File: src/rtl/pcp_pkg.sv
package pcp_pkg;
  localparam int CMD_W        = 16;
  localparam int BIT_PERR_RSP = 6;
  localparam int BIT_SERR_EN  = 8;
  localparam int BIT_FBB_EN   = 9;
  // plain read/write bits: 0-4, 6, 8
  localparam logic [CMD_W-1:0] CMD_RW_MASK = 16'h015F;

  typedef struct packed {
    logic addr;
    logic data;
  } phase_t;
endpackage

File: src/rtl/pcp_par_calc.sv
module pcp_par_calc #(
  parameter int W = 36
) (
  input  logic [W-1:0] vec,
  output logic         odd
);
  localparam int HALF = W / 2;

  logic lo_odd, hi_odd;

  generate
    if (W > 8) begin : g_split
      assign lo_odd = ^vec[HALF-1:0];
      assign hi_odd = ^vec[W-1:HALF];
    end else begin : g_flat
      assign lo_odd = ^vec;
      assign hi_odd = 1'b0;
    end
  endgenerate

  assign odd = lo_odd ^ hi_odd;
endmodule

File: src/rtl/pcp_cmd_reg.sv
module pcp_cmd_reg
  import pcp_pkg::*;
#(
  parameter int               W       = CMD_W,
  parameter logic [W-1:0]     RW_MASK = CMD_RW_MASK,
  parameter int               FBB_BIT = BIT_FBB_EN
) (
  input  logic         clk,
  input  logic         rst_n,
  input  logic         wr_en,
  input  logic [W-1:0] wdata,
  input  logic         fbb_strap,
  output logic [W-1:0] rd_data
);
  localparam logic [W-1:0] PLAIN_MASK = RW_MASK & ~(W'(1) << FBB_BIT);

  logic [W-1:0] rw_q, rw_d;
  logic         fbb_q, fbb_d;
  logic         rw_ce, fbb_ce;

  assign rw_ce  = wr_en;
  assign fbb_ce = wr_en & fbb_strap;

  always_comb begin
    rw_d  = wdata & PLAIN_MASK;
    fbb_d = wdata[FBB_BIT];
  end

  always_ff @(posedge clk or negedge rst_n) begin
    if (!rst_n) begin
      rw_q <= '0;
    end else if (rw_ce) begin
      rw_q <= rw_d;
    end
  end

  always_ff @(posedge clk or negedge rst_n) begin
    if (!rst_n) begin
      fbb_q <= 1'b0;
    end else if (fbb_ce) begin
      fbb_q <= fbb_d;
    end
  end

  always_comb begin
    rd_data          = rw_q;
    rd_data[FBB_BIT] = fbb_q & fbb_strap;
  end

  AST_FBB_LOCKED: assert property (@(posedge clk) disable iff (!rst_n)
    (wr_en && !fbb_strap) |=> $stable(fbb_q)) else $error("fbb bit changed without strap");

  AST_RESERVED_QUIET: assert property (@(posedge clk) disable iff (!rst_n)
    wr_en |=> (rd_data[15:10] == 6'b0 && rd_data[7] == 1'b0 && rd_data[5] == 1'b0))
    else $error("fixed-zero bit set after write");
endmodule

File: src/rtl/pcp_par_check.sv
module pcp_par_check
  import pcp_pkg::*;
#(
  parameter int AD_W  = 32,
  parameter int CBE_W = 4
) (
  input  logic             clk,
  input  logic             rst_n,
  input  logic [AD_W-1:0]  ad,
  input  logic [CBE_W-1:0] cbe,
  input  logic             par,
  input  logic             addr_phase,
  input  logic             data_phase,
  input  logic             perr_rsp,
  input  logic             serr_en,
  input  logic             sts_wr,
  input  logic             sts_wdata,
  output logic             perr_n,
  output logic             serr_n,
  output logic             err_seen
);
  localparam int VEC_W = AD_W + CBE_W;

  logic   bus_odd;
  logic   s1_odd_q;
  phase_t s1_ph_q, s1_ph_d;
  logic   err_addr_q, err_addr_d;
  logic   err_data_q, err_data_d;
  logic   perr_n_d, serr_n_d;
  logic   seen_d;
  logic   s2_ce;

  pcp_par_calc #(.W(VEC_W)) u_calc (
    .vec ({ad, cbe}),
    .odd (bus_odd)
  );

  // stage 1: capture bus parity and phase kind
  always_comb begin
    s1_ph_d.addr = addr_phase;
    s1_ph_d.data = data_phase;
  end

  always_ff @(posedge clk or negedge rst_n) begin
    if (!rst_n) begin
      s1_odd_q <= 1'b0;
      s1_ph_q  <= '0;
    end else begin
      s1_odd_q <= bus_odd;
      s1_ph_q  <= s1_ph_d;
    end
  end

  // stage 2: compare with the late parity line
  assign s2_ce = 1'b1;

  always_comb begin
    err_addr_d = s1_ph_q.addr & (s1_odd_q ^ par);
    err_data_d = s1_ph_q.data & (s1_odd_q ^ par);
  end

  always_ff @(posedge clk or negedge rst_n) begin
    if (!rst_n) begin
      err_addr_q <= 1'b0;
      err_data_q <= 1'b0;
    end else if (s2_ce) begin
      err_addr_q <= err_addr_d;
      err_data_q <= err_data_d;
    end
  end

  // stage 3: pins and sticky flag
  always_comb begin
    perr_n_d = ~(err_data_q & perr_rsp);
    serr_n_d = ~(err_addr_q & serr_en & perr_rsp);
    seen_d   = err_seen;
    if (sts_wr && sts_wdata) seen_d = 1'b0;
    if (err_addr_q || err_data_q) seen_d = 1'b1;
  end

  always_ff @(posedge clk or negedge rst_n) begin
    if (!rst_n) begin
      perr_n   <= 1'b1;
      serr_n   <= 1'b1;
      err_seen <= 1'b0;
    end else begin
      perr_n   <= perr_n_d;
      serr_n   <= serr_n_d;
      err_seen <= seen_d;
    end
  end

  AST_PERR_NEEDS_RSP: assert property (@(posedge clk) disable iff (!rst_n)
    !perr_n |-> $past(perr_rsp)) else $error("perr without response enable");

  AST_PERR_FROM_DATA: assert property (@(posedge clk) disable iff (!rst_n)
    !perr_n |-> $past(data_phase, 3)) else $error("perr not traced to a data phase");

  AST_SERR_NEEDS_BOTH: assert property (@(posedge clk) disable iff (!rst_n)
    !serr_n |-> ($past(serr_en) && $past(perr_rsp))) else $error("serr without enables");

  AST_SERR_FROM_ADDR: assert property (@(posedge clk) disable iff (!rst_n)
    !serr_n |-> $past(addr_phase, 3)) else $error("serr not traced to an address phase");

  AST_STICKY_WITH_PIN: assert property (@(posedge clk) disable iff (!rst_n)
    (!perr_n || !serr_n) |-> err_seen) else $error("pin pulse without sticky flag");
endmodule

File: src/rtl/pci_cmd_parity.sv
module pci_cmd_parity
  import pcp_pkg::*;
(
  input  logic              clk,
  input  logic              rst_n,
  input  logic              cfg_wr,
  input  logic [CMD_W-1:0]  cfg_wdata,
  output logic [CMD_W-1:0]  cfg_rdata,
  input  logic              fbb_strap,
  input  logic [31:0]       ad,
  input  logic [3:0]        cbe,
  input  logic              par,
  input  logic              addr_phase,
  input  logic              data_phase,
  output logic              perr_n,
  output logic              serr_n,
  input  logic              sts_wr,
  input  logic              sts_wdata,
  output logic              par_err_seen
);
  logic [CMD_W-1:0] cmd;

  pcp_cmd_reg #(
    .W       (CMD_W),
    .RW_MASK (CMD_RW_MASK),
    .FBB_BIT (BIT_FBB_EN)
  ) u_cmd (
    .clk       (clk),
    .rst_n     (rst_n),
    .wr_en     (cfg_wr),
    .wdata     (cfg_wdata),
    .fbb_strap (fbb_strap),
    .rd_data   (cmd)
  );

  pcp_par_check #(
    .AD_W  (32),
    .CBE_W (4)
  ) u_chk (
    .clk        (clk),
    .rst_n      (rst_n),
    .ad         (ad),
    .cbe        (cbe),
    .par        (par),
    .addr_phase (addr_phase),
    .data_phase (data_phase),
    .perr_rsp   (cmd[BIT_PERR_RSP]),
    .serr_en    (cmd[BIT_SERR_EN]),
    .sts_wr     (sts_wr),
    .sts_wdata  (sts_wdata),
    .perr_n     (perr_n),
    .serr_n     (serr_n),
    .err_seen   (par_err_seen)
  );

  assign cfg_rdata = cmd;

  AST_PINS_EXCLUSIVE: assert property (@(posedge clk) disable iff (!rst_n)
    !(addr_phase && data_phase) |-> 1'b1 ##0 !(!perr_n && !serr_n && $past(!(addr_phase && data_phase), 3)))
    else $error("both error pins from one phase");
endmodule

File: config.mk
export PLATFORM = sky130hd
export DESIGN_NAME = pci_cmd_parity
export DESIGN_NICKNAME = d
export VERILOG_FILES = /design/src/rtl/pcp_pkg.sv /design/src/rtl/pcp_par_calc.sv /design/src/rtl/pcp_cmd_reg.sv /design/src/rtl/pcp_par_check.sv /design/src/rtl/pci_cmd_parity.sv
export SDC_FILE = /design/constraint.sdc
export NUM_CORES = 1
export LEC_CHECK = 0
export BUFFER_PORTS_ARGS = -buffer_cell sky130_fd_sc_hd__buf_2
export CORE_MARGIN = 2
export CORE_UTILIZATION = 40
export DETAILED_ROUTE_END_ITERATION = 6
export MAX_ROUTING_LAYER = met4
export PLACE_DENSITY = 0.83
export SLEW_MARGIN = 20
export SYNTH_ARGS = -nofsm -noshare
export SYNTH_HDL_FRONTEND = slang
export SYNTH_SLANG_ARGS = --single-unit
File: constraint.sdc
create_clock -name clk -period 1.5 [get_ports clk]
set_clock_uncertainty 0.15 [all_clocks]
set_input_delay 0.375 -clock clk [delete_from_list [all_inputs] [get_ports clk]]
set_output_delay 0.375 -clock clk [all_outputs]
set_load 0.05 [all_outputs]
==> results by group <==
Floorplanning
  – Die Height: between 50 and 60 um
  – # IOs: 80
  – Chip Width: around 52 um
  – Row count: 17
  – Die ar.: roughly 2800 sq um
  – Core area: around 2200 sq um
  – Starting Density: between 40% and 50%

Synthesis
  – Yosys cell types: 13
  – Mapped Avg Cell Area: 11.9 sq um
  – Register area share after synthesis: 42.9%
  – Synth warnings: 0
  – Yosys top cell by area: dfrtp_1
  – Top cells by area, synth: dfrtp_1 (37%), xnor2_1 (27%), mux2_2 (9.6%), buf_4 (8.0%), dfstp_2 (5.6%)
  – Synth top area share: between 30 and 40%
  – Synth Register Bits: 16
  – Synth Cell Area: 940 sq um
  – Post-Syn Instances: 79

Timing
  – Final worst slack: -0.0201 ns
  – Final Hold Viols: 0
  – Fin crit share: 101%
  – Crit path time final: roughly 1.5 ns
  – RSZ-0062 raised after global routing: true
  – Final Setup Violations: 1
  – Setup TNS: -0.0201 ns
  – Final hold slack: about 0.063 ns
  – FMAX: approximately 0.66 GHz
  – Slew Limit Fails: 0

GRT
  – Grt total ovfl: 0
  – All-Layer GR Usage: roughly 15%
  – Initial antenna violation count: 0
  – Largest net degree at the start of global routing: 17
  – Vias in the first global route: 780
  – Global-route wire length before repair: 2860 um

Route
  – Routed WL: ~1800 um
  – Wirelength per Cell: roughly 10 um
  – # DRC: 0
  – Drt via density: 4.21
  – Final ANT Viol Nets: 0
  – DR vias: 720
  – Detailed Routing Iterations Pass 1: 4
  – First DRT Iteration DRCs: 1

Placed design
  – Port Buffers: between 60 and 70
  – Dpl hpwl: 1530 um
  – Gpl congestion: about 0.66

Worst setup path
  – Worst setup EP type: flop
  – CP arrival: 1.53 ns
  – Critical Setup Path Class: primary input to flop
  – CP Max Fanout: 1
  – Startpoint types: primary input
  – Req. time, crit path: 1.51 ns

Power
  – Maximum VDD drop: slightly above 0.0006 V
  – NetSw: ~500 uW
  – Pwr dens: roughly 1100 nW/um^2
  – Sequential Power Share: 36.4%
  – Clock share of power: roughly 17%
  – Switching share of total power: between 30% and 40%
  – P_leak: just under 0.7 nW
  – Pint: 1.00 mW
  – Logic pwr share: approximately 46%

Clock network
  – TritonCTS Buffers: 3
  – Clock Tree Buf Depth: 2
  – Clk root buf: clkbuf_4
  – CTS clk-pin slew, worst paths: 0.08 ns
  – H-tree depth: 1
  – CTS tree: built
  – Post-CTS Setup Bufs: 0
  – Num Clock Sinks: 16
  – Clock latency on the worst-skew pair: 0.27 ns

Outcome
  – Failing checks: negative setup slack
  – Status: finished with violations

Run
  – Max-cap violations: 0

Cells and area
  – Final net count: a little over 200
  – Multi-input gate area: about 550 sq um
  – Commonest cells after routing, fill and taps aside: buf_2 (56), xnor2_1 (22), dfrtp_1 (14), mux2_2 (8), conb_1 (8)
  – Layout cells sized above 1: 60.8%
  – Ant. Diodes: 0
  – Most common cell after layout, fill and taps aside: buf_2
  – Area growth syn-to-layout: 49.5%
  – Register area: just over 400 sq um
  – FILL cells: 184

Hold path
  – Hold crit path type: primary input to flop
==> routing by layer <==
metal,global-route usage (%),wire length (um)
met1,12.2,525
met2,31.5,1090
met3,3.71,166
met4,2.14,0
met5,-,0
==> area by class of cell <==
| cell class | instances | area share [%] |
|---|---|---|
| Clock buffer | 4 | 2.58 |
| Multi-Input combinational cell | 59 | 39.4 |
| Sequential cell | 16 | 28.7 |
| Tap cell | 28 | 2.49 |
| Timing Repair Buffer | 64 | 26.8 |
==> power groups by stage <==
stage	registers [mW]	clock network, mW	logic [mW]
finish	0.552	0.261	0.702
global route	0.560	0.300	0.754
CTS	0.551	0.274	0.691
detailed placement	0.557	0	0.660
global placement	0.552	0	0.638
floorplan	0.666	0	0.415
==> registers in the layout (all words and copies together), names as in the netlist <==
| register | flops |
|---|---|
| u_chk.err_seen | 1 |
| u_chk.serr_n | 1 |
| u_chk.err_data_q | 1 |
| u_chk.err_addr_q | 1 |
| u_chk.s1_ph_q | 2 |
| u_chk.perr_n | 1 |
| u_cmd.rw_q | 7 |
| u_cmd.fbb_q | 1 |
| u_chk.s1_odd_q | 1 |
==> cells in the mapped netlist <==
cell / instances
xnor3_1: 1
nand2_1: 3
dfstp_2: 2
clkbuf_1: 1
dfrtp_1: 14
buf_4: 10
nand3_1: 1
xor2_1: 5
a211o_1: 1
mux2_2: 8
and2_1: 3
xnor2_1: 29
conb_1: 1
==> logic make-up (layout without fill, tap and decap cells) <==
group / count (synthesis) / in the layout / synth area share [%]
and+or+nand+nor: 7 / 7 / 3.73
buffers and inverters: 11 / 68 / 8.39
DFF: 16 / 16 / 42.9
muxes: 8 / 8 / 9.59
AOI/OAI and AO/OA: 1 / 1 / 0.932
other: 1 / 8 / 0.399
xor gates and xnor gates: 35 / 35 / 34.1
==> metrics by stage <==
step                      instances  total power, mW  utilization [%]  setup WS [ns]  cell area [sq um]
after floorplan                  86             1.08                -         -0.116                973
after global placement          166             1.19             56.3         -0.264               1240
after detailed placement        166             1.22             56.3         -0.307               1240
after CTS                       171             1.52             61.0     -0.0000476               1350
after global routing            171             1.61             63.5        -0.0554               1410
final                           171             1.51             63.5        -0.0201               1410
==> final timing paths <==
check	slack, ns	cells after the start	endpoint	start
worst min-delay path	0.06	1	u_chk.s1_ph_q[1]$_DFF_PN0_	addr_phase
worst max register to register	0.55	1	u_cmd.rw_q[6]$_DFFE_PN0P_	u_cmd.rw_q[6]$_DFFE_PN0P_
min in group asynchronous	0.38	2	u_cmd.rw_q[8]$_DFFE_PN0P_	rst_n
worst max-delay path	-0.02	6	u_chk.s1_odd_q$_DFF_PN0_	ad[13]
worst min register to register	0.26	1	u_chk.perr_n$_DFF_PN1_	u_chk.err_data_q$_DFF_PN0_
max in group asynchronous	0.52	2	u_chk.serr_n$_DFF_PN1_	rst_n
==> critical path: stages <==
cell and delay (ns):
buf_6 0.10, xor2_2 0.17, xnor2_1 0.18, xnor2_1 0.15, xnor3_1 0.42, xnor2_1 0.13
==> what timing repair did <==
item / in CTS / in global routing
hold buffers: 1 / 0
setup endpoints to repair: 4 / 5
pin swaps: 7 / 10
gates cloned: 0 / 0
endpoints found under the hold margin: 14 / 0
resized for setup: 12 / 10
No activity file was read; power rests on OpenSTA's default activity.
